`src/rtl/sdinit_pkg.sv`:
```
package sdinit_pkg;

    localparam int FIELD_W = 3;
    localparam logic [FIELD_W-1:0] FIELD_IDLE = 3'b000;
    localparam logic [FIELD_W-1:0] FIELD_INIT = 3'b001;

    localparam int ADDR_W = 16;
    localparam int PRE_ALL_BIT = 10;

    // {cs_n, ras_n, cas_n, we_n}
    typedef enum logic [3:0] {
        CMD_NOP = 4'b0111,
        CMD_PRE = 4'b0010,
        CMD_REF = 4'b0001,
        CMD_MRS = 4'b0000
    } sd_cmd_e;

    typedef enum logic [2:0] {
        S_IDLE,
        S_PRE,
        S_PRE_WAIT,
        S_REF,
        S_REF_WAIT,
        S_MRS,
        S_MRS_WAIT
    } seq_state_e;

endpackage

```
`src/rtl/sdinit_cmd_reg.sv`:
```
module sdinit_cmd_reg
    import sdinit_pkg::*;
(
    input  logic               clk,
    input  logic               rst_n,
    input  logic               wr_en,
    input  logic [FIELD_W-1:0] wr_data,
    input  logic               done,
    output logic [FIELD_W-1:0] field
);

    typedef struct packed {
        logic [FIELD_W-1:0] field;
    } reg_s;

    reg_s r_d, r_q;

    always_comb begin
        r_d = r_q;
        if (done) begin
            r_d.field = FIELD_IDLE;
        end else if (wr_en && (r_q.field == FIELD_IDLE) && (wr_data == FIELD_INIT)) begin
            r_d.field = FIELD_INIT;
        end
    end

    always_ff @(posedge clk or negedge rst_n) begin
        if (!rst_n) begin
            r_q <= '{field: FIELD_IDLE};
        end else begin
            r_q <= r_d;
        end
    end

    assign field = r_q.field;

endmodule

```
`src/rtl/sdinit_wait_timer.sv`:
```
module sdinit_wait_timer #(
    parameter int WIDTH = 4
) (
    input  logic             clk,
    input  logic             rst_n,
    input  logic             load,
    input  logic [WIDTH-1:0] load_val,
    output logic             expired
);

    typedef struct packed {
        logic [WIDTH-1:0] cnt;
    } tmr_s;

    tmr_s t_d, t_q;

    always_comb begin
        t_d = t_q;
        if (load) begin
            t_d.cnt = load_val;
        end else if (t_q.cnt != '0) begin
            t_d.cnt = t_q.cnt - 1'b1;
        end
    end

    always_ff @(posedge clk or negedge rst_n) begin
        if (!rst_n) begin
            t_q <= '{cnt: '0};
        end else begin
            t_q <= t_d;
        end
    end

    assign expired = (t_q.cnt == '0);

endmodule

```
`src/rtl/sdinit_seq_fsm.sv`:
```
module sdinit_seq_fsm
    import sdinit_pkg::*;
#(
    parameter int REFRESH_COUNT = 8,
    parameter int T_RP          = 3,
    parameter int T_RC          = 8,
    parameter int T_MRD         = 2,
    parameter int TW            = 4
) (
    input  logic          clk,
    input  logic          rst_n,
    input  logic          start,
    input  logic          timer_expired,
    output logic          timer_load,
    output logic [TW-1:0] timer_val,
    output sd_cmd_e       cmd,
    output logic          done
);

    localparam int RCW = $clog2(REFRESH_COUNT + 1);
    localparam logic [RCW-1:0] REF_LAST = RCW'(REFRESH_COUNT);

    typedef struct packed {
        seq_state_e     state;
        logic [RCW-1:0] ref_cnt;
    } fsm_s;

    fsm_s f_d, f_q;

    always_comb begin
        f_d        = f_q;
        timer_load = 1'b0;
        timer_val  = '0;
        cmd        = CMD_NOP;
        done       = 1'b0;
        unique case (f_q.state)
            S_IDLE: begin
                f_d.ref_cnt = '0;
                if (start) f_d.state = S_PRE;
            end
            S_PRE: begin
                cmd        = CMD_PRE;
                timer_load = 1'b1;
                timer_val  = TW'(T_RP - 1);
                f_d.state  = S_PRE_WAIT;
            end
            S_PRE_WAIT: begin
                if (timer_expired) f_d.state = S_REF;
            end
            S_REF: begin
                cmd         = CMD_REF;
                timer_load  = 1'b1;
                timer_val   = TW'(T_RC - 1);
                f_d.ref_cnt = f_q.ref_cnt + 1'b1;
                f_d.state   = S_REF_WAIT;
            end
            S_REF_WAIT: begin
                if (timer_expired) begin
                    if (f_q.ref_cnt == REF_LAST) begin
                        f_d.state   = S_MRS;
                        f_d.ref_cnt = '0;
                    end else begin
                        f_d.state = S_REF;
                    end
                end
            end
            S_MRS: begin
                cmd        = CMD_MRS;
                timer_load = 1'b1;
                timer_val  = TW'(T_MRD - 1);
                f_d.state  = S_MRS_WAIT;
            end
            S_MRS_WAIT: begin
                if (timer_expired) begin
                    done      = 1'b1;
                    f_d.state = S_IDLE;
                end
            end
            default: f_d.state = S_IDLE;
        endcase
    end

    always_ff @(posedge clk or negedge rst_n) begin
        if (!rst_n) begin
            f_q <= '{state: S_IDLE, ref_cnt: '0};
        end else begin
            f_q <= f_d;
        end
    end

endmodule

```
`src/rtl/sdinit_pin_drv.sv`:
```
module sdinit_pin_drv
    import sdinit_pkg::*;
(
    input  sd_cmd_e           cmd,
    input  logic [ADDR_W-1:0] mode_word,
    output logic              cke,
    output logic              cs_n,
    output logic              ras_n,
    output logic              cas_n,
    output logic              we_n,
    output logic              dqm_u,
    output logic              dqm_l,
    output logic [ADDR_W-1:0] addr
);

    always_comb begin
        {cs_n, ras_n, cas_n, we_n} = cmd;
        addr = '0;
        unique case (cmd)
            CMD_PRE: addr[PRE_ALL_BIT] = 1'b1;
            CMD_MRS: addr = mode_word;
            default: addr = '0;
        endcase
    end

    assign cke   = 1'b1;
    assign dqm_u = 1'b1;
    assign dqm_l = 1'b1;

endmodule

```
`src/rtl/sdram_init_seq.sv`:
```
module sdram_init_seq
    import sdinit_pkg::*;
#(
    parameter int REFRESH_COUNT = 8,
    parameter int T_RP          = 3,
    parameter int T_RC          = 8,
    parameter int T_MRD         = 2
) (
    input  logic        clk,
    input  logic        rst_n,
    input  logic        reg_wr_en,
    input  logic [2:0]  reg_wr_data,
    output logic [2:0]  reg_rd_data,
    input  logic [15:0] mode_word,
    output logic        stall,
    output logic        sd_cke,
    output logic        sd_cs_n,
    output logic        sd_ras_n,
    output logic        sd_cas_n,
    output logic        sd_we_n,
    output logic        sd_dqm_u,
    output logic        sd_dqm_l,
    output logic [15:0] sd_addr
);

    localparam int T_MAX_A = (T_RP > T_RC) ? T_RP : T_RC;
    localparam int T_MAX   = (T_MAX_A > T_MRD) ? T_MAX_A : T_MRD;
    localparam int TW      = $clog2(T_MAX + 1);

    logic [FIELD_W-1:0] field;
    logic               done;
    logic               timer_load;
    logic [TW-1:0]      timer_val;
    logic               timer_expired;
    sd_cmd_e            cmd;

    sdinit_cmd_reg u_cmd_reg (
        .clk     (clk),
        .rst_n   (rst_n),
        .wr_en   (reg_wr_en),
        .wr_data (reg_wr_data),
        .done    (done),
        .field   (field)
    );

    sdinit_seq_fsm #(
        .REFRESH_COUNT (REFRESH_COUNT),
        .T_RP          (T_RP),
        .T_RC          (T_RC),
        .T_MRD         (T_MRD),
        .TW            (TW)
    ) u_fsm (
        .clk           (clk),
        .rst_n         (rst_n),
        .start         (field == FIELD_INIT),
        .timer_expired (timer_expired),
        .timer_load    (timer_load),
        .timer_val     (timer_val),
        .cmd           (cmd),
        .done          (done)
    );

    sdinit_wait_timer #(.WIDTH(TW)) u_timer (
        .clk      (clk),
        .rst_n    (rst_n),
        .load     (timer_load),
        .load_val (timer_val),
        .expired  (timer_expired)
    );

    sdinit_pin_drv u_pins (
        .cmd       (cmd),
        .mode_word (mode_word),
        .cke       (sd_cke),
        .cs_n      (sd_cs_n),
        .ras_n     (sd_ras_n),
        .cas_n     (sd_cas_n),
        .we_n      (sd_we_n),
        .dqm_u     (sd_dqm_u),
        .dqm_l     (sd_dqm_l),
        .addr      (sd_addr)
    );

    assign reg_rd_data = field;
    assign stall       = (field != FIELD_IDLE);

endmodule

```
`config.mk`:
```
export PLATFORM = sky130hd
export DESIGN_NAME = sdram_init_seq
export DESIGN_NICKNAME = d
export VERILOG_FILES = /design/src/rtl/sdinit_pkg.sv /design/src/rtl/sdinit_cmd_reg.sv /design/src/rtl/sdinit_wait_timer.sv /design/src/rtl/sdinit_seq_fsm.sv /design/src/rtl/sdinit_pin_drv.sv /design/src/rtl/sdram_init_seq.sv
export SDC_FILE = /design/constraint.sdc
export NUM_CORES = 1
export LEC_CHECK = 0
export CAP_MARGIN = 15
export CORE_MARGIN = 2
export CORE_UTILIZATION = 35
export CTS_CLUSTER_SIZE = 28
export DETAILED_ROUTE_END_ITERATION = 8
export PLACE_DENSITY = 0.76
export SLEW_MARGIN = 40
export SYNTH_ARGS = -nofsm -noshare
export SYNTH_HDL_FRONTEND = slang
export SYNTH_SLANG_ARGS = --single-unit
export TNS_END_PERCENT = 100
```
`constraint.sdc`:
```
create_clock -name clk -period 1.71 [get_ports clk]
set_clock_uncertainty 0.2 [all_clocks]
set_input_delay 0.342 -clock clk [delete_from_list [all_inputs] [get_ports clk]]
set_output_delay 0.342 -clock clk [all_outputs]
set_load 0.05 [all_outputs]
```
### Yosys cells after proc, flatten, opt, wreduce, memory -nomap -nowiden

Cells that the tools add are included.
Widths: inputs -> output; s select.

* register bits after elaboration: 14
* input port bits: 22
* logic and storage cells: 55

* add/subtract/negate cells: 2
* equal/unequal tests: 15
* muxes and demuxes: 20
* reduce and logical (&&, ||, !) cells: 14

Operators by type and width (count)
* $pmux 3 s7: 1
* $mux 3: 6
* $pmux 3 s3: 2
* $mux 4: 3
* $pmux 4 s3: 1
* $mux 10: 1
* $eq 3x1->1 const B: 3
* $eq 3x2->1 const B: 3
* $eq 3x3->1 const B: 3
* $logic_not 4->1: 2
* $mux 7: 1
* $logic_not 3->1: 2
* $ne 2x2->1 const B: 3
* $reduce_bool 3->1: 2
* $mux 5: 1
* $add 4x1->4 const B: 1
* $eq 4x4->1 const B: 1
* $ne 2x1->1 const B: 2
* $reduce_and 4->1: 1
* $reduce_bool 2->1: 2
* $reduce_bool 4->1: 1
* $sub 4x1->4 const B: 1
* $mux 1: 3
* $reduce_and 3->1: 1
* other kinds (3): 4

### Depth between registers and ports, before layout

* depth after elaboration: 5
* mapped depth: 5

### Hierarchy

Synthesis repeated with hierarchy kept, for this count alone.

* cell total of the unflattened synthesis: 119
* area, all modules: 1047.3 um^2

Modules (own cells, without submodules)
* sdinit_seq_fsm: instances 1, cells each 61, area each 529.3 um^2, sequential area each 175.2 um^2
* sdinit_wait_timer: instances 1, cells each 22, area each 234.0 um^2, sequential area each 100.1 um^2
* sdinit_pin_drv: instances 1, cells each 27, area each 206.4 um^2, sequential area each 0.0 um^2
* sdinit_cmd_reg: instances 1, cells each 7, area each 63.8 um^2, sequential area each 25.0 um^2
* sdram_init_seq: instances 1, cells each 2, area each 13.8 um^2, sequential area each 0.0 um^2

### Worst setup path after synthesis

OpenSTA, ideal clock, no wires.

* kind: reg2out
* from: register u_fsm.f_q[4] (netlist name)
* to: output port sd_addr[10]
* arrival: 1.895 ns
* slack: -0.727 ns
* cell stages (with the launch flop): 5
* cell sequence: dfrtp_1 -> inv_1 -> nor2_1 -> inv_1 -> a21oi_1

* cells in the longest elaborated chain, start to end: 4

Ends and longest elaborated chain
* from (decl): RTL line sdinit_seq_fsm.sv:28 `fsm_s f_d, f_q;`
* from (signal assigned): RTL line sdinit_seq_fsm.sv:85 `f_q <= '{state: S_IDLE, ref_cnt: '0};`
* $eq 3x3->1 (tied with other cells): RTL line sdinit_seq_fsm.sv:36 `unique case (f_q.state)`
* $pmux 3 s3 (*): RTL line sdinit_seq_fsm.sv:36
* net sd_we_n: RTL line sdram_init_seq.sv:20 `output logic sd_we_n,`
* $eq 3x2->1 / $logic_not 4->1 (equally long branches): RTL line sdinit_pin_drv.sv:19 `unique case (cmd)`
* $pmux 1 s2 (*): RTL line sdinit_pin_drv.sv:19
* to (decl): RTL line sdram_init_seq.sv:23 `output logic [15:0] sd_addr`

Mark *: on every way through the listed nets, which the timed path passes. The rest lies on a longest branch.

### Final worst setup path

* from: register u_fsm.f_q[5] (netlist name)
* to: output port sd_cas_n

* cells in the longest elaborated chain, start to end: 2

Ends and longest elaborated chain
* $eq 3x3->1 (tied with other cells): RTL line sdinit_seq_fsm.sv:36
* $pmux 3 s3 (*): RTL line sdinit_seq_fsm.sv:36
* to (decl): RTL line sdram_init_seq.sv:19 `output logic sd_cas_n,`

Every way passes the cells marked *; elsewhere a longest branch is shown, timed or not.

==> summary.txt <==
Status: finished with violations
Violated checks: setup timing
Remaining global-route overflow: 0
CP max FO: 4
Buffers on Ports: 42
CP top delay family: buffers and inverters
Top cell by count, worst path: buf_6
FP Rows: 18
Final wirelength: 3171 um
HP Class: in -> async
Peak supply drop: 1.662 mV
Min cycle time layout: 1.962 ns
DRT iter0 DRCs: 11
Cells on worst reg2reg path: 4
Die H: 54.81 um
Crit share post-route: 1.147
Setup crit end kind: output pin
Antenna Cells: 0
Nets: 197
Cells after Synth: 106
Flop2flop setup slack: -0.13 ns
Pwr Density: 1571 nW/um^2
CP Launch Type: register
Clock sinks: 12
Multi-input gate area: 669.4 sq um
Cell Area, Synth: 903.4 sq um
P&R area growth vs syn: 115.9%
Synthesized flop and latch total: 12
Pin count of the biggest net entering global routing: 30
Die footprint: 3004 sq um
DR WL/cell: 15.78 um
Worst-skew pair later-pin latency: 0.28 ns
Die width: 54.81 um
I/O pin cnt: 49
YS warnings: 0
RSZ-0062 raised after global routing: yes
Final Max Tran Viols: 0
DP Wirelength: 2310 um
Post-route ant nets: 0
Most frequent cells in the layout: buf_4, buf_12, clkdlybuf4s50_1, and3_4, dfrtp_1
Vias per inst: 5.149
Initial Util: 0.3680
Worst path bufs/invs: 4
H-tree levels: 1
Hold Fails Final Rpt: 0
GPL Wtd Cong: 0.7554
Worst R2R Start: u_fsm.f_q[4]
CTS clock-pin slew for the worst setup and hold paths: 0.08 ns
Average cell area after synthesis: 8.522 sq um
Reg2reg end: u_fsm.f_q[1]
WP data arrival: 1.42 ns
Via Count: 1035
CTS Buffer Depth: 2
Crit path cell chain: buf_6 > buf_4 > buf_6 > nor2b_4 > o21ai_4 > buf_12
Share of cells above drive strength 1: 0.5029
Clock Root Buffer: clkbuf_4
Final Setup Violations: 21
P_leak: 0.0008534 uW
Fill count: 158
Power Total: 3065 uW
Hold buffer count at cts: 0
Reg area: 301.5 sq um
Initial antenna violation count: 0
Final Util: 0.7946
Worst path slowest cell: dfrtp_1
First-pass GRT wire length: 4885 um
Setup WS pre-CTS: -0.1158 ns
Placeable Area: 2455 sq um
CTS tree: done
GRT Util Overall: 0.2326
Num CTS Buffers: 3
Setup ws final: -0.2518 ns
Critical path class: reg -> out
Sequential share of the synthesized area: 0.3324
Max Fclk: 0.5097 GHz
DRC viols: 0
1st-pass router iterations: 4
Largest stage delay, worst path: 0.39 ns
Synth unique cells: 34
Vias in the first global route: 1114
Crit path required time: 1.17 ns
Max-Cap Viols: 0
[stage by stage]
step / cell area [sq um] / setup TNS, ns / hold WS, ns / cells
2_1_floorplan: 1047 / -0.1381 / -0.1536 / 110
4_1_cts: 1884 / -4.131 / 0.1722 / 196
5_1_grt: 1951 / -5.565 / 0.1768 / 201
3_5_place_dp: 1762 / -0.2083 / 0.3861 / 185
3_3_place_gp: 1762 / -0.08518 / 0.3791 / 185
6_report: 1951 / -4.241 / 0.1637 / 201
[cell families (layout without fill, tap and decap cells)]
| kind of cell | after synthesis | count (layout) | synth area share |
|---|---|---|---|
| multiplexers | 2 | 2 | 0.02355 |
| adder cells (fa/ha/maj) | 3 | 3 | 0.04156 |
| AND/OR/NAND/NOR | 37 | 37 | 0.2728 |
| flip-flops | 12 | 12 | 0.3324 |
| AO/OA/AOI/OAI | 26 | 26 | 0.1815 |
| XOR/XNOR | 2 | 2 | 0.01939 |
| other | 2 | 6 | 0.008313 |
| buffers and inverters | 22 | 83 | 0.1205 |
[cell usage after synthesis (all sizes together)]
library cell | instances | share of area
nand3b | 3 | 0.025
nor2 | 3 | 0.012
xnor2 | 1 | 0.0097
or4bb | 1 | 0.012
o211ai | 2 | 0.017
o21ba | 1 | 0.011
a21oi | 8 | 0.044
a22o | 1 | 0.0097
o22a | 1 | 0.0097
o21ai | 7 | 0.039
ha | 3 | 0.042
nor3 | 1 | 0.0055
and3 | 16 | 0.11
nor4bb | 2 | 0.022
conb | 2 | 0.0083
nor2b | 2 | 0.014
and3b | 2 | 0.019
a31oi | 1 | 0.0069
dfrtp | 12 | 0.33
nand2 | 4 | 0.017
a21boi | 1 | 0.0083
nand3 | 1 | 0.0055
or4b | 1 | 0.015
mux2i | 1 | 0.011
nor3b | 1 | 0.014
o22ai | 1 | 0.0069
xor2 | 1 | 0.0097
buf | 7 | 0.058
clkbuf | 6 | 0.025
a211o | 1 | 0.0097
a41oi | 1 | 0.0097
mux2 | 1 | 0.012
inv | 9 | 0.037
a2bb2oi | 1 | 0.0097
[layout make-up]
class	count	area share
multi-input cells	76	0.3432
inverters	9	0.01732
well taps	30	0.01924
clock buffers	4	0.01860
flip-flops and latches	12	0.1546
repair buffers	70	0.4471
[worst max-delay path by stage]
| stage | startpoint | to | slack [ns] | depth (start not counted) |
|---|---|---|---|---|
| floorplan | u_timer.t_q[0] | u_fsm.f_q[1] | -0.05 | 5 |
| global placement | u_timer.t_q[1] | u_fsm.f_q[1] | -0.05 | 5 |
| detailed placement | u_timer.t_q[1] | u_fsm.f_q[1] | -0.12 | 5 |
| CTS | u_fsm.f_q[5] | sd_addr[10] | -0.23 | 6 |
| global route | u_fsm.f_q[5] | sd_cas_n | -0.30 | 6 |
| finish | u_fsm.f_q[5] | sd_cas_n | -0.25 | 6 |
[power by group]
part	internal, uW	switching [uW]
registers	394	98.4
clock network	130	102
logic	1180	1170
[sequential cells by signal, summed over array words and instances (netlist names)]
register	cells
u_cmd_reg.field	1
u_timer.t_q	4
u_fsm.f_q	7
[metal layers]
| layer | GRT usage | routed length, um | vias to the layer above |
|---|---|---|---|
| li1 | - | - | 493 |
| met1 | 0.2430 | 1252 | 495 |
| met5 | 0 | 0 | - |
| met2 | 0.4167 | 1626 | 43 |
| met3 | 0.09290 | 271 | 4 |
| met4 | 0.07917 | 20 | 0 |
[timing repair]
action                                  in CTS  in global routing
endpoints found under the setup margin      22                 26
resized for setup                           10                 10
setup buffers                                7                  6
pin swaps                                    5                  8
Power figures use the tool's default switching activity.
